`config.mk`:
```
export PLATFORM = sky130hd
export DESIGN_NAME = adc_seq_ctrl
export DESIGN_NICKNAME = d
export VERILOG_FILES = /design/src/rtl/adc_seq_pkg.sv /design/src/rtl/adc_rst_sync.sv /design/src/rtl/adc_ctl_reg.sv /design/src/rtl/adc_seq_fsm.sv /design/src/rtl/adc_result_bank.sv /design/src/rtl/adc_seq_ctrl.sv
export SDC_FILE = /design/constraint.sdc
export NUM_CORES = 1
export LEC_CHECK = 0
export CORE_AREA = 5 5 120 122
export DETAILED_ROUTE_END_ITERATION = 12
export DIE_AREA = 0 0 125 127
export PLACE_DENSITY = 0.76
export SLEW_MARGIN = 20
export SYNTH_ARGS = -nofsm -noshare
export SYNTH_HDL_FRONTEND = slang
export SYNTH_SLANG_ARGS = --single-unit
```
`constraint.sdc`:
```
create_clock -name clk -period 5.15 [get_ports clk]
set_input_delay 1.545 -clock clk [delete_from_list [all_inputs] [get_ports clk]]
set_output_delay 1.545 -clock clk [all_outputs]
set_load 0.1 [all_outputs]
```
`src/rtl/adc_seq_pkg.sv`:
```
package adc_seq_pkg;

  localparam int unsigned CTL_W   = 8;
  localparam int unsigned CHSEL_W = 3;

  // Field positions inside the control byte
  localparam int unsigned POS_RJUST = 7;
  localparam int unsigned POS_SGN   = 6;
  localparam int unsigned POS_RPT   = 5;
  localparam int unsigned POS_STEP  = 4;

  typedef struct packed {
    logic               rjust;
    logic               sgn;
    logic               rpt;
    logic               step;
    logic [CHSEL_W-1:0] chan;
  } ctl_t;

  function automatic ctl_t ctl_unpack(input logic [CTL_W-1:0] b);
    ctl_t c;
    c.rjust = b[POS_RJUST];
    c.sgn   = b[POS_SGN];
    c.rpt   = b[POS_RPT];
    c.step  = b[POS_STEP];
    c.chan  = b[CHSEL_W-1:0];
    return c;
  endfunction

  function automatic logic [CTL_W-1:0] ctl_pack(input ctl_t c);
    logic [CTL_W-1:0] b;
    b                   = '0;
    b[POS_RJUST]        = c.rjust;
    b[POS_SGN]          = c.sgn;
    b[POS_RPT]          = c.rpt;
    b[POS_STEP]         = c.step;
    b[CHSEL_W-1:0]      = c.chan;
    return b;
  endfunction

endpackage

```
`src/rtl/adc_rst_sync.sv`:
```
module adc_rst_sync #(
  parameter int unsigned STAGES = 2
) (
  input  logic clk,
  input  logic rst_n,
  output logic rst_sync_n
);

  logic [STAGES-1:0] sync_q;
  logic [STAGES-1:0] sync_d;

  always_comb begin
    sync_d = {sync_q[STAGES-2:0], 1'b1};
  end

  always_ff @(posedge clk or negedge rst_n) begin
    if (!rst_n) begin
      sync_q <= '0;
    end else begin
      sync_q <= sync_d;
    end
  end

  assign rst_sync_n = sync_q[STAGES-1];

endmodule

```
`src/rtl/adc_ctl_reg.sv`:
```
module adc_ctl_reg
  import adc_seq_pkg::*;
(
  input  logic             clk,
  input  logic             rst_n,
  input  logic             we,
  input  logic [CTL_W-1:0] wdata,
  output ctl_t             ctl,
  output logic [CTL_W-1:0] rdata
);

  ctl_t ctl_q;
  ctl_t ctl_d;

  always_comb begin
    ctl_d = ctl_q;
    if (we) begin
      ctl_d = ctl_unpack(wdata);
    end
  end

  always_ff @(posedge clk or negedge rst_n) begin
    if (!rst_n) begin
      ctl_q <= '0;
    end else if (we) begin
      ctl_q <= ctl_d;
    end
  end

  assign ctl   = ctl_q;
  assign rdata = ctl_pack(ctl_q);

endmodule

```
`src/rtl/adc_seq_fsm.sv`:
```
module adc_seq_fsm #(
  parameter int unsigned NUM_CH = 8,
  parameter int unsigned IDX_W  = 3,
  parameter int unsigned LEN_W  = 4
) (
  input  logic             clk,
  input  logic             rst_n,
  input  logic             restart,
  input  logic [IDX_W-1:0] restart_chan,
  input  logic             rpt,
  input  logic             step,
  input  logic [IDX_W-1:0] base_chan,
  input  logic [LEN_W-1:0] seq_len,
  input  logic             cnv_busy,
  input  logic             cnv_done,
  output logic             cnv_start,
  output logic [IDX_W-1:0] cnv_chan,
  output logic             store_en,
  output logic [IDX_W-1:0] store_idx,
  output logic             seq_done
);

  localparam logic [LEN_W-1:0] FULL_LEN = LEN_W'(NUM_CH);

  logic             run_q,   run_d;
  logic [IDX_W-1:0] idx_q,   idx_d;
  logic [IDX_W-1:0] chan_q,  chan_d;
  logic             out_q,   out_d;
  logic             stale_q, stale_d;
  logic             done_q,  done_d;

  logic [LEN_W-1:0] len_eff;
  logic [LEN_W-1:0] len_m1;
  logic [IDX_W-1:0] last_idx;
  logic             accept;
  logic             start;
  logic             at_last;

  always_comb begin
    if (seq_len == '0 || seq_len > FULL_LEN) begin
      len_eff = FULL_LEN;
    end else begin
      len_eff = seq_len;
    end
    len_m1   = len_eff - 1'b1;
    last_idx = len_m1[IDX_W-1:0];
    at_last  = (idx_q == last_idx);
    accept   = run_q & out_q & ~stale_q & cnv_done & ~restart;
    start    = run_q & ~out_q & ~cnv_busy & ~restart;
  end

  always_comb begin
    run_d   = run_q;
    idx_d   = idx_q;
    chan_d  = chan_q;
    out_d   = out_q;
    stale_d = stale_q;
    done_d  = 1'b0;

    if (cnv_done) begin
      out_d   = 1'b0;
      stale_d = 1'b0;
    end
    if (start) begin
      out_d = 1'b1;
    end

    if (accept) begin
      if (at_last) begin
        done_d = 1'b1;
        idx_d  = '0;
        chan_d = base_chan;
        run_d  = rpt;
      end else begin
        idx_d  = idx_q + 1'b1;
        chan_d = step ? chan_q + 1'b1 : chan_q;
      end
    end

    if (restart) begin
      run_d   = 1'b1;
      idx_d   = '0;
      chan_d  = restart_chan;
      stale_d = out_q & ~cnv_done;
      done_d  = 1'b0;
    end
  end

  always_ff @(posedge clk or negedge rst_n) begin
    if (!rst_n) begin
      run_q   <= 1'b0;
      idx_q   <= '0;
      chan_q  <= '0;
      out_q   <= 1'b0;
      stale_q <= 1'b0;
      done_q  <= 1'b0;
    end else begin
      run_q   <= run_d;
      idx_q   <= idx_d;
      chan_q  <= chan_d;
      out_q   <= out_d;
      stale_q <= stale_d;
      done_q  <= done_d;
    end
  end

  assign cnv_start = start;
  assign cnv_chan  = chan_q;
  assign store_en  = accept;
  assign store_idx = idx_q;
  assign seq_done  = done_q;

endmodule

```
`src/rtl/adc_result_bank.sv`:
```
module adc_result_bank #(
  parameter int unsigned NUM_CH = 8,
  parameter int unsigned IDX_W  = 3,
  parameter int unsigned CODE_W = 10,
  parameter int unsigned RES_W  = 16
) (
  input  logic                    clk,
  input  logic                    rst_n,
  input  logic                    wr_en,
  input  logic [IDX_W-1:0]        wr_idx,
  input  logic [CODE_W-1:0]       code,
  input  logic                    rjust,
  input  logic                    sgn,
  output logic [NUM_CH*RES_W-1:0] results
);

  localparam int unsigned PAD_W = RES_W - CODE_W;

  logic              sgn_eff;
  logic [CODE_W-1:0] sgn_code;
  logic [RES_W-1:0]  fmt;

  always_comb begin
    sgn_eff  = sgn & ~rjust;
    sgn_code = code ^ {sgn_eff, {(CODE_W-1){1'b0}}};
    if (rjust) begin
      fmt = {{PAD_W{1'b0}}, code};
    end else begin
      fmt = {sgn_code, {PAD_W{1'b0}}};
    end
  end

  for (genvar i = 0; i < NUM_CH; i++) begin : g_reg
    logic             hit;
    logic [RES_W-1:0] res_q;
    logic [RES_W-1:0] res_d;

    always_comb begin
      hit   = wr_en && (wr_idx == IDX_W'(i));
      res_d = hit ? fmt : res_q;
    end

    always_ff @(posedge clk or negedge rst_n) begin
      if (!rst_n) begin
        res_q <= '0;
      end else if (hit) begin
        res_q <= res_d;
      end
    end

    assign results[i*RES_W +: RES_W] = res_q;
  end

endmodule

```
`src/rtl/adc_seq_ctrl.sv`:
```
module adc_seq_ctrl
  import adc_seq_pkg::*;
#(
  parameter int unsigned CODE_W = 10,
  parameter int unsigned RES_W  = 16,
  parameter int unsigned LEN_W  = 4
) (
  input  logic                                clk,
  input  logic                                rst_n,
  input  logic                                ctl_we,
  input  logic [7:0]                          ctl_wdata,
  output logic [7:0]                          ctl_rdata,
  input  logic [LEN_W-1:0]                    seq_len,
  input  logic                                cnv_busy,
  input  logic                                cnv_done,
  input  logic [CODE_W-1:0]                   cnv_code,
  output logic                                cnv_start,
  output logic [CHSEL_W-1:0]                  cnv_chan,
  output logic [(2**CHSEL_W)*RES_W-1:0]       results,
  output logic                                seq_done
);

  localparam int unsigned NUM_CH = 2**CHSEL_W;

  logic               rst_sync_n;
  ctl_t               ctl;
  logic               store_en;
  logic [CHSEL_W-1:0] store_idx;

  adc_rst_sync #(.STAGES(2)) u_rst (
    .clk        (clk),
    .rst_n      (rst_n),
    .rst_sync_n (rst_sync_n)
  );

  adc_ctl_reg u_ctl (
    .clk   (clk),
    .rst_n (rst_sync_n),
    .we    (ctl_we),
    .wdata (ctl_wdata),
    .ctl   (ctl),
    .rdata (ctl_rdata)
  );

  adc_seq_fsm #(
    .NUM_CH (NUM_CH),
    .IDX_W  (CHSEL_W),
    .LEN_W  (LEN_W)
  ) u_fsm (
    .clk          (clk),
    .rst_n        (rst_sync_n),
    .restart      (ctl_we),
    .restart_chan (ctl_wdata[CHSEL_W-1:0]),
    .rpt          (ctl.rpt),
    .step         (ctl.step),
    .base_chan    (ctl.chan),
    .seq_len      (seq_len),
    .cnv_busy     (cnv_busy),
    .cnv_done     (cnv_done),
    .cnv_start    (cnv_start),
    .cnv_chan     (cnv_chan),
    .store_en     (store_en),
    .store_idx    (store_idx),
    .seq_done     (seq_done)
  );

  adc_result_bank #(
    .NUM_CH (NUM_CH),
    .IDX_W  (CHSEL_W),
    .CODE_W (CODE_W),
    .RES_W  (RES_W)
  ) u_bank (
    .clk     (clk),
    .rst_n   (rst_sync_n),
    .wr_en   (store_en),
    .wr_idx  (store_idx),
    .code    (cnv_code),
    .rjust   (ctl.rjust),
    .sgn     (ctl.sgn),
    .results (results)
  );

endmodule

```
==> impl_metrics.csv <==
group,metric,value,unit
outcome,status,"completed",
synth,synth-edff-count,0,
synth,synthAdderAreaFrac,1.72,%
cells_and_area,drive_gt1_share,12.0,%
sta,maxSlewViolCount,0,
clock_tree,cts_tree,"done",
die,die_area,15900,µm²
worst_setup_path,critPathLaunch,"ctl_we",
sta,fin_crit_sh,82.4,%
clock_tree,htree_levels,4,
synth,syn_nets,546,
routing,dr_total_vias,4270,
placement,gp_congestion,0.790,
worst_setup_path,crit_path_start_kind,"primary input",
die,rows,42,
placement,hpwl,11000,µm
cells_and_area,synthToLayoutAreaGrowth,39.6,%
clock_tree,cts.clk_slew.worst_paths,0.06,ns
worst_setup_path,end_kind,"output pin",
sta,layout_setup_ws,0.905,ns
synth,avgSynthCellArea,11.4,µm²
power_and_ir_drop,total_power,0.00337,W
cells_and_area,n_antenna_cell,0,
clock_tree,cts_max_path_buffers,2,
cells_and_area,seq_area,3680,µm²
power_and_ir_drop,irDropWorstVdd,0.370,mV
global_route,overflow,0,
synth,synth_top_family_by_area,"simple AND/OR/NAND/NOR gates",
placement,postPlaceCellArea,7570,µm²
cells_and_area,multiInputGateArea,1980,µm²
routing,drc,0,
die,ios,168,
synth,yosysSeqAreaShare,63.1,%
sta,finalSetupTns,0,ns
global_route,grt_pass1_vias,4378,
min_path,hp-class,"flip-flop to async pin",
sta,skew,0.00968,ns
routing,avgRoutedWirePerCell,18.2,µm
placement,preCtsSetupSlack,0.887,ns
sta,period_minus_slack,4.25,ns
synth,netlist.area_leader.share,63.1,%
sta,tightest_slew,1.00,ns
sta,final-hold-violation-count,0,
synth,ys_ff_latch,147,
placement,place.port_buffers,165,
die,initial_core_util,44.5,%
sta,fmax,0.236,GHz
cells_and_area,nNetsFinal,702,
routing,ant_nets,0,
clock_tree,clk_latency,0.41,ns
routing,drt_pass1_iterations,4,
clock_tree,root_buffer,"clkbuf_16",
die,die_w,125,µm
synth,syn_inst,511,
clock_tree,cts.sinks,147,
synth,synth_xor_area_share,1.05,%
synth,yosys.cell_types.count,36,
worst_setup_path,cp.arrival,2.70,ns
die,die_h,127,µm
power_and_ir_drop,powerDensity,415,nW/µm²
synth,synth_compound_area_share,9.41,%
cells_and_area,final_area,8140,µm²
worst_setup_path,critPathKind,"primary input to output pin",
worst_setup_path,r2r-start,"u_fsm.run_q$_DFFE_PN0P_",
power_and_ir_drop,p_leak,3.59,nW
die,core_region_area,13100,µm²
routing,drtIter0Drc,263,
routing,routed_wl,15500,µm
synth,yosys_warnings,0,
sta,max_slew_margin,31.2,%
run,maxCapViolCount,0,
clock_tree,ctsHoldBuffers,0,
routing,viasPerCell,5.01,
clock_tree,cts-buffers-inserted,17,
synth,async_reset_ff_share,100,%
sta,rsz0062_at_grt,"no",
clock_tree,cts_resized,0,
global_route,grt_pass1_wl,24300,µm
clock_tree,post_cts_buffers,0,
synth,yosys.area_share.simple,11.9,%
global_route,antenna_found_initial,0,
worst_setup_path,required,3.61,ns
global_route,grt_max_degree,82,
synth,synth_top_area_cell,"dfrtp_1",
cells_and_area,n_fill_cell,1021,
sta,final-setup-viol-count,0,
worst_setup_path,worst-path-max-fanout,2,
synth,muxShareOfSynthArea,9.32,%
synth,synthTopCellsByArea,"dfrtp_1 (63%), mux2_2 (8.1%), o21ai_0 (6.6%), nand2_1 (6.2%), ha_1 (1.7%)",
synth,syn_area,5830,µm²
global_route,grt_usage,19.8,%
synth,synthFlopType,"dfrtp_1",
worst max-delay path, stage by stage:
cell and delay, ns:
clkdlybuf4s50_1 0.46, nand2b_1 0.24, nor3_2 0.24, buf_12 0.21
final cells by class:
cell class                 instances  share of cell area [%]
timing repair buffer             169                    21.0
clock buffer                      22                    5.71
tap                              176                    2.71
sequential                       147                    45.3
multi-input combinational        326                    24.3
clock inverter                     6                   0.738
inverter                           6                   0.277
state kept, by name (all words and copies together) (netlist names):
register         count
u_fsm.out_q          1
u_bank.g.res_q     128
u_rst.sync_q         2
u_fsm.store_idx      3
u_fsm.stale_q        1
u_fsm.seq_done       1
u_fsm.cnv_chan       3
u_fsm.run_q          1
u_ctl.ctl            7
worst paths after layout:
kind,cells after the start,to,slack [ns]
worst max-delay path,4,cnv_start,0.90
worst min-delay path,0,u_bank.g_reg[0].res_q[0]$_DFFE_PN0P_,0.23
worst max register to register,4,u_bank.g_reg[0].res_q[10]$_DFFE_PN0P_,2.88
worst min register to register,0,u_bank.g_reg[0].res_q[0]$_DFFE_PN0P_,0.23
max in group asynchronous,2,u_bank.g_reg[7].res_q[2]$_DFFE_PN0P_,3.49
min in group clk,0,u_rst.sync_q[1]$_DFF_PN0_,0.36
report_power, final:
group          switching (W)  total (W)  internal [W]
registers          0.0000568    0.00129       0.00124
logic               0.000748   0.000974      0.000226
clock network       0.000432    0.00111      0.000675
metal layers:
layer / track usage, % / wire [µm]
met5: 0 / 0
met1: 24.7 / 6370
met3: 6.76 / 1110
met4: 6.12 / 307
met2: 33.1 / 7700
cell usage in the layout (no fill, tap or decap), drive strengths merged, types with 2 or more instances in the layout:
master and n:
clkdlybuf4s50 164, dfrtp 147, nand2 96, o21ai 80
mux2 42, clkbuf 22, nor2 21, a21oi 14
nand2b 11, ha 8, nor2b 7, and2 7
mux2i 7, inv 6, xnor2 5, buf 5
and3 4, nand3 4, a21o 3, clkinv 3
xor2 2, a31oi 2, or3 2, conb 2
clkinvlp 2, nor3 2
kinds of logic after synthesis:
| family | after synthesis |
|---|---|
| compound gates | 104 |
| flops | 147 |
| fa+ha+maj | 8 |
| mux | 49 |
| other cells | 2 |
| simple gates | 156 |
| xor+xnor | 7 |
| buf+inv | 38 |
through the flow:
| stage | hold slack (ns) | std cells | util, % |
|---|---|---|---|
| after global placement | 0.337 | 823 | 57.8 |
| after CTS | 0.366 | 851 | 61.9 |
| after floorplan | 0.331 | 511 | - |
| after global routing | 0.265 | 852 | 62.2 |
| after detailed placement | 0.348 | 823 | 57.9 |
| final | 0.232 | 852 | 62.2 |
synth_stat cells, drive strengths merged (6+ instances only):
master / number
and2: 7
inv: 6
nor2b: 7
a21oi: 14
mux2i: 7
ha: 8
nand2b: 11
buf: 15
nand2: 96
nor2: 21
mux2: 42
o21ai: 80
clkbuf: 17
dfrtp: 147
(Power assumes the default switching activity.)
